`src/rtl/ea_pkg.sv`:
```
package ea_pkg;
  parameter int OFS_W  = 16;
  parameter int SEG_W  = 16;
  parameter int SHIFT  = 4;
  parameter int PA_W   = 20;
  parameter int NARROW = 8;
  localparam int SEL_W  = 2;
  localparam int MODE_W = 3;
  localparam int NSEG   = 1 << SEL_W;

  localparam logic [MODE_W-1:0] AM_DIRECT   = 3'd0;
  localparam logic [MODE_W-1:0] AM_REG      = 3'd1;
  localparam logic [MODE_W-1:0] AM_REG_DISP = 3'd2;
  localparam logic [MODE_W-1:0] AM_BIX      = 3'd3;
  localparam logic [MODE_W-1:0] AM_BIX_DISP = 3'd4;

  localparam logic [SEL_W-1:0] BSEL_BX = 2'd1;
  localparam logic [SEL_W-1:0] BSEL_BP = 2'd2;
  localparam logic [SEL_W-1:0] ISEL_SI = 2'd1;
  localparam logic [SEL_W-1:0] ISEL_DI = 2'd2;

  localparam logic [SEL_W-1:0] SEG_ES = 2'd0;
  localparam logic [SEL_W-1:0] SEG_CS = 2'd1;
  localparam logic [SEL_W-1:0] SEG_SS = 2'd2;
  localparam logic [SEL_W-1:0] SEG_DS = 2'd3;

  // Byte displacement sign-extended, or the full word passed through
  function automatic logic [OFS_W-1:0] widen_disp(input logic [OFS_W-1:0] d,
                                                  input logic wide);
    if (wide) return d;
    return {{(OFS_W-NARROW){d[NARROW-1]}}, d[NARROW-1:0]};
  endfunction

  // Segment shifted by SHIFT plus offset, truncated to PA_W bits
  function automatic logic [PA_W-1:0] phys_of(input logic [SEG_W-1:0] seg,
                                              input logic [OFS_W-1:0] ofs);
    logic [SEG_W+SHIFT-1:0] base;
    base = {seg, {SHIFT{1'b0}}};
    return PA_W'(base + (SEG_W+SHIFT)'(ofs));
  endfunction
endpackage

```
`src/rtl/ea_offset_unit.sv`:
```
module ea_offset_unit
  import ea_pkg::*;
(
  input  logic [MODE_W-1:0] mode,
  input  logic [SEL_W-1:0]  base_sel,
  input  logic [SEL_W-1:0]  idx_sel,
  input  logic              disp_wide,
  input  logic [OFS_W-1:0]  disp,
  input  logic [OFS_W-1:0]  reg_bx,
  input  logic [OFS_W-1:0]  reg_bp,
  input  logic [OFS_W-1:0]  reg_si,
  input  logic [OFS_W-1:0]  reg_di,
  output logic [OFS_W-1:0]  offset,
  output logic              uses_bp
);
  logic [OFS_W-1:0] bval, ival, dval;
  logic             uses_regs;

  always_comb begin
    bval = '0;
    ival = '0;
    case (base_sel)
      BSEL_BX: bval = reg_bx;
      BSEL_BP: bval = reg_bp;
      default: bval = '0;
    endcase
    case (idx_sel)
      ISEL_SI: ival = reg_si;
      ISEL_DI: ival = reg_di;
      default: ival = '0;
    endcase
    dval = widen_disp(disp, disp_wide);
    uses_regs = 1'b1;
    case (mode)
      AM_REG, AM_BIX:           offset = bval + ival;
      AM_REG_DISP, AM_BIX_DISP: offset = bval + ival + dval;
      default: begin
        offset    = disp;
        uses_regs = 1'b0;
      end
    endcase
    uses_bp = uses_regs && (base_sel == BSEL_BP);
  end
endmodule

```
`src/rtl/ea_segment_select.sv`:
```
module ea_segment_select
  import ea_pkg::*;
(
  input  logic              uses_bp,
  input  logic              ovr_en,
  input  logic [SEL_W-1:0]  ovr_sel,
  input  logic [SEG_W-1:0]  seg_es,
  input  logic [SEG_W-1:0]  seg_cs,
  input  logic [SEG_W-1:0]  seg_ss,
  input  logic [SEG_W-1:0]  seg_ds,
  output logic [SEL_W-1:0]  seg_code,
  output logic [SEG_W-1:0]  seg_val
);
  logic [NSEG-1:0][SEG_W-1:0] bank;
  logic [NSEG-1:0]            hit;

  assign bank[SEG_ES] = seg_es;
  assign bank[SEG_CS] = seg_cs;
  assign bank[SEG_SS] = seg_ss;
  assign bank[SEG_DS] = seg_ds;

  assign seg_code = ovr_en  ? ovr_sel :
                    uses_bp ? SEG_SS  : SEG_DS;

  // One-hot pick of the segment register value
  genvar g;
  generate
    for (g = 0; g < NSEG; g++) begin : g_hit
      assign hit[g] = (seg_code == SEL_W'(g));
    end
  endgenerate

  always_comb begin
    seg_val = '0;
    for (int k = 0; k < NSEG; k++)
      if (hit[k]) seg_val = bank[k];
  end
endmodule

```
`src/rtl/ea_phys_calc.sv`:
```
module ea_phys_calc
  import ea_pkg::*;
(
  input  logic [SEG_W-1:0] seg_val,
  input  logic [OFS_W-1:0] offset,
  output logic [PA_W-1:0]  phys
);
  assign phys = phys_of(seg_val, offset);
endmodule

```
`src/rtl/ea_gen.sv`:
```
module ea_gen
  import ea_pkg::*;
(
  input  logic              clk,
  input  logic              rst_n,
  input  logic              req_valid,
  input  logic [MODE_W-1:0] mode,
  input  logic [SEL_W-1:0]  base_sel,
  input  logic [SEL_W-1:0]  idx_sel,
  input  logic              disp_wide,
  input  logic [OFS_W-1:0]  disp,
  input  logic [OFS_W-1:0]  reg_bx,
  input  logic [OFS_W-1:0]  reg_bp,
  input  logic [OFS_W-1:0]  reg_si,
  input  logic [OFS_W-1:0]  reg_di,
  input  logic              seg_ovr_en,
  input  logic [SEL_W-1:0]  seg_ovr_sel,
  input  logic [SEG_W-1:0]  seg_es,
  input  logic [SEG_W-1:0]  seg_cs,
  input  logic [SEG_W-1:0]  seg_ss,
  input  logic [SEG_W-1:0]  seg_ds,
  output logic              out_valid,
  output logic [SEL_W-1:0]  out_seg_sel,
  output logic [SEG_W-1:0]  out_seg,
  output logic [OFS_W-1:0]  out_offset,
  output logic [PA_W-1:0]   out_phys
);
  logic [OFS_W-1:0] nxt_offset;
  logic             nxt_uses_bp;
  logic [SEL_W-1:0] nxt_seg_sel;
  logic [SEG_W-1:0] nxt_seg;
  logic [PA_W-1:0]  nxt_phys;

  ea_offset_unit u_ofs (
    .mode(mode), .base_sel(base_sel), .idx_sel(idx_sel),
    .disp_wide(disp_wide), .disp(disp),
    .reg_bx(reg_bx), .reg_bp(reg_bp), .reg_si(reg_si), .reg_di(reg_di),
    .offset(nxt_offset), .uses_bp(nxt_uses_bp)
  );

  ea_segment_select u_seg (
    .uses_bp(nxt_uses_bp), .ovr_en(seg_ovr_en), .ovr_sel(seg_ovr_sel),
    .seg_es(seg_es), .seg_cs(seg_cs), .seg_ss(seg_ss), .seg_ds(seg_ds),
    .seg_code(nxt_seg_sel), .seg_val(nxt_seg)
  );

  ea_phys_calc u_pa (
    .seg_val(nxt_seg), .offset(nxt_offset), .phys(nxt_phys)
  );

  always_ff @(posedge clk or negedge rst_n) begin
    if (!rst_n) begin
      out_valid   <= 1'b0;
      out_seg_sel <= '0;
      out_seg     <= '0;
      out_offset  <= '0;
      out_phys    <= '0;
    end else begin
      out_valid <= req_valid;
      if (req_valid) begin
        out_seg_sel <= nxt_seg_sel;
        out_seg     <= nxt_seg;
        out_offset  <= nxt_offset;
        out_phys    <= nxt_phys;
      end
    end
  end
endmodule

```
`config.mk`:
```
export PLATFORM = sky130hd
export DESIGN_NAME = ea_gen
export DESIGN_NICKNAME = d
export VERILOG_FILES = /design/src/rtl/ea_pkg.sv /design/src/rtl/ea_offset_unit.sv /design/src/rtl/ea_segment_select.sv /design/src/rtl/ea_phys_calc.sv /design/src/rtl/ea_gen.sv
export SDC_FILE = /design/constraint.sdc
export NUM_CORES = 1
export LEC_CHECK = 0
export BUFFER_PORTS_ARGS = -buffer_cell sky130_fd_sc_hd__buf_4
export CAP_MARGIN = 10
export CORE_MARGIN = 4
export CORE_UTILIZATION = 29
export CTS_CLUSTER_SIZE = 10
export DETAILED_ROUTE_END_ITERATION = 7
export PLACE_DENSITY = 0.55
export SLEW_MARGIN = 20
export SYNTH_ARGS = -nofsm -noshare
export SYNTH_HDL_FRONTEND = slang
export SYNTH_SLANG_ARGS = --single-unit
```
`constraint.sdc`:
```
create_clock -name clk -period 0.82 [get_ports clk]
set_input_delay 0.123 -clock clk [delete_from_list [all_inputs] [get_ports clk]]
set_output_delay 0.123 -clock clk [all_outputs]
set_load 0.01 [all_outputs]
```
==> results.cfg <==
[run_status]
status = finished with violations
violations = setup timing

[logic_synthesis]
ys_types = 54
ys_warn_count = 0
ys.flop_type = dfrtp_1
syn_area_um2 = 5090
synth_cells = 568
netlist_top_cells_area = dfrtp_1, ha_1, mux2_2
synth_top_area_cell = dfrtp_1
postSynthAreaPerCell_um2 = 8.97
netlist.area_leader.share = 0.250
ys_ff_latch = 51
synth_edf_count = 0
syn_nets = 775
synth_seq_area_share = 0.250
async_flop_share = 1.00

[detailed_routing]
wl_per_cell_um = 17.4
ant_nets = 0
firstDrtPassIters = 4
totalWireLength_mm = 21.1
drc = 0
drt-initial-drc-count = 195
viasPerCell = 4.98
vias = 6037

[timing]
final.period_utilization = 5.82
whs_ns = 0.115
maxSlewViolCount = 0
final.setup_skew_ns = 0
worst_pin_slew_ns = 0.528
setup_tns_ns = -114.75
fin_crit_ns = 4.77
slew_headroom = 0.648
setup_viol = 104
rsz0062_at_grt = yes
hold_violations = 0
setup_ws_ns = -3.95
max_freq_mhz = 210

[setup_path]
r2r_cells = 2
worst_ep_required_time_ns = 1.00
cp_slowest_cell = ha_1
end_kind = flop
cp.arrival_ns = 4.95
slowest_delay_ns = 0.33
path_class = in -> reg
start_kind = input port
path_max_fanout = 9

[cells_and_area]
final_common_cell = buf_4
final_area_um2 = 10400
diodes = 0
syn_to_final_growth_pct = 104
nets = 1195
final_cells = 1213
fillers = 1441
drive_above_1_share = 0.666
mostFrequentLayoutCells = buf_4, buf_6, nor2_1

[cts]
clk_path_buf_depth = 2
path_clk_slew_ns = 0.07
numCtsBuffers = 5
h-tree-depth = 2
cts.sinks = 51
insertion_delay_ns = 0.29
cts_tree = yes
cts_root_buf = clkbuf_16

[global_routing]
grt_max_degree = 21
antenna_found_initial = 0
grt_pass1_vias = 6488
grt_pass1_wl_mm = 32.6
grtUsageTotal = 0.201
overflow = 0

[floorplan]
coreArea_um2 = 17200
chipWidth_um = 141
row_count = 48
die_h_um = 141
start_util = 0.296
dieArea_um2 = 19800
pin_count = 213

[placement]
portBuffers = 212
dpl_cell_area_um2 = 8490
place_inst = 1133
hpwl_mm = 16.7
pre_cts_slack_ns = -4.48
gp_congestion = 0.899

[hold_path]
hold_depth = 3
hp-class = in -> reg

[power_and_ir_drop]
p_leak_nw = 4.98
vdd_ir_drop_max_v = 0.00102
powerDensity_nw_per_um2 = 1600

[job]
maxCapViolations = 0
[worst max-delay path: cells and delay by family]
kind	cells	cell delay [ns]
mux	1	0.25
simple gates	3	0.23
xor+xnor	3	0.46
buf+inv	6	0.67
fa+ha+maj	4	1.13
compound gates	12	2.06
[metal layers]
layer | wire [um] | global-route usage
met5 | 0 | 0
met2 | 11100 | 0.357
met3 | 928 | 0.0345
met1 | 8610 | 0.254
met4 | 414 | 0.0500
[where the power goes]
part | internal, W | leakage, nW | switching (W) | total (W)
Combinational | 0.00645 | 4.32 | 0.00447 | 0.0109
Clock | 0.00111 | 0.0696 | 0.000911 | 0.00203
Sequential | 0.00314 | 0.595 | 0.000505 | 0.00364
Total | 0.0107 | 4.98 | 0.00589 | 0.0166
[layout make-up]
| type | instances | area, um2 | share of cell area |
|---|---|---|---|
| Multi-Input combinational cell | 466 | 4750 | 0.457 |
| Timing Repair Buffer | 446 | 3850 | 0.370 |
| Sequential cell | 51 | 1280 | 0.123 |
| Tap cell | 225 | 282 | 0.0271 |
| Clock buffer | 5 | 125 | 0.0120 |
| Inverter | 18 | 100 | 0.00962 |
| Clock inverter | 2 | 13.8 | 0.00132 |
[path summary, 6_finish.rpt]
check                      slack (ns)          from             end
min in group asynchronous        0.26         rst_n      out_seg[7]
hold reg to reg                  0.54  out_phys[14]    out_phys[14]
setup / recovery                -3.95    idx_sel[0]    out_phys[16]
hold / removal                   0.12       disp[0]   out_offset[0]
max in group asynchronous        0.16         rst_n  out_offset[12]
setup reg to reg                -0.10    out_seg[4]      out_seg[4]
[sequential cells by signal (all words and copies together) (netlist names)]
| signal | count |
|---|---|
| out_offset | 16 |
| out_phys | 16 |
| out_seg | 16 |
| out_seg_sel | 2 |
| out_valid | 1 |
[cell families after synthesis]
logic type | count (synthesis) | synth area share
flip-flops | 51 | 0.250
multiplexers | 53 | 0.152
AND/OR/NAND/NOR | 160 | 0.139
XOR/XNOR | 39 | 0.0670
adder cells (fa/ha/maj) | 49 | 0.125
buffers and inverters | 51 | 0.0452
AO/OA/AOI/OAI | 165 | 0.222
[timing repair]
| item | 4_1_cts | 5_1_grt |
|---|---|---|
| endpoints found under the setup margin | 104 | 104 |
| gates resized for setup | 172 | 89 |
| hold endpoints to repair | 44 | 0 |
| buffers inserted | 49 | 31 |
| pin swaps | 76 | 98 |
| hold buffers | 1 | 0 |
[Yosys cell counts (all sizes together), types with 4 or more instances]
cell type,number
nand2b,8
nor2b,7
o21a,7
dfrtp,51
o211ai,9
a22oi,37
o21bai,5
clkbuf,25
o21ai,17
ha,46
xnor2,31
a211oi,7
a221o,4
nand3,11
nor3,10
a21oi,39
xor2,8
mux4,16
nor2,71
inv,18
a21o,16
nand2,39
mux2,34
a31oi,9
buf,8
[through the flow]
step,util,total power (W)
after CTS,0.565,0.0155
final,0.603,0.0166
after global placement,0.493,0.0114
after floorplan,-,0.00764
after global routing,0.603,0.0176
after detailed placement,0.493,0.0115
Note: power is estimated with default switching activity, not from simulation.
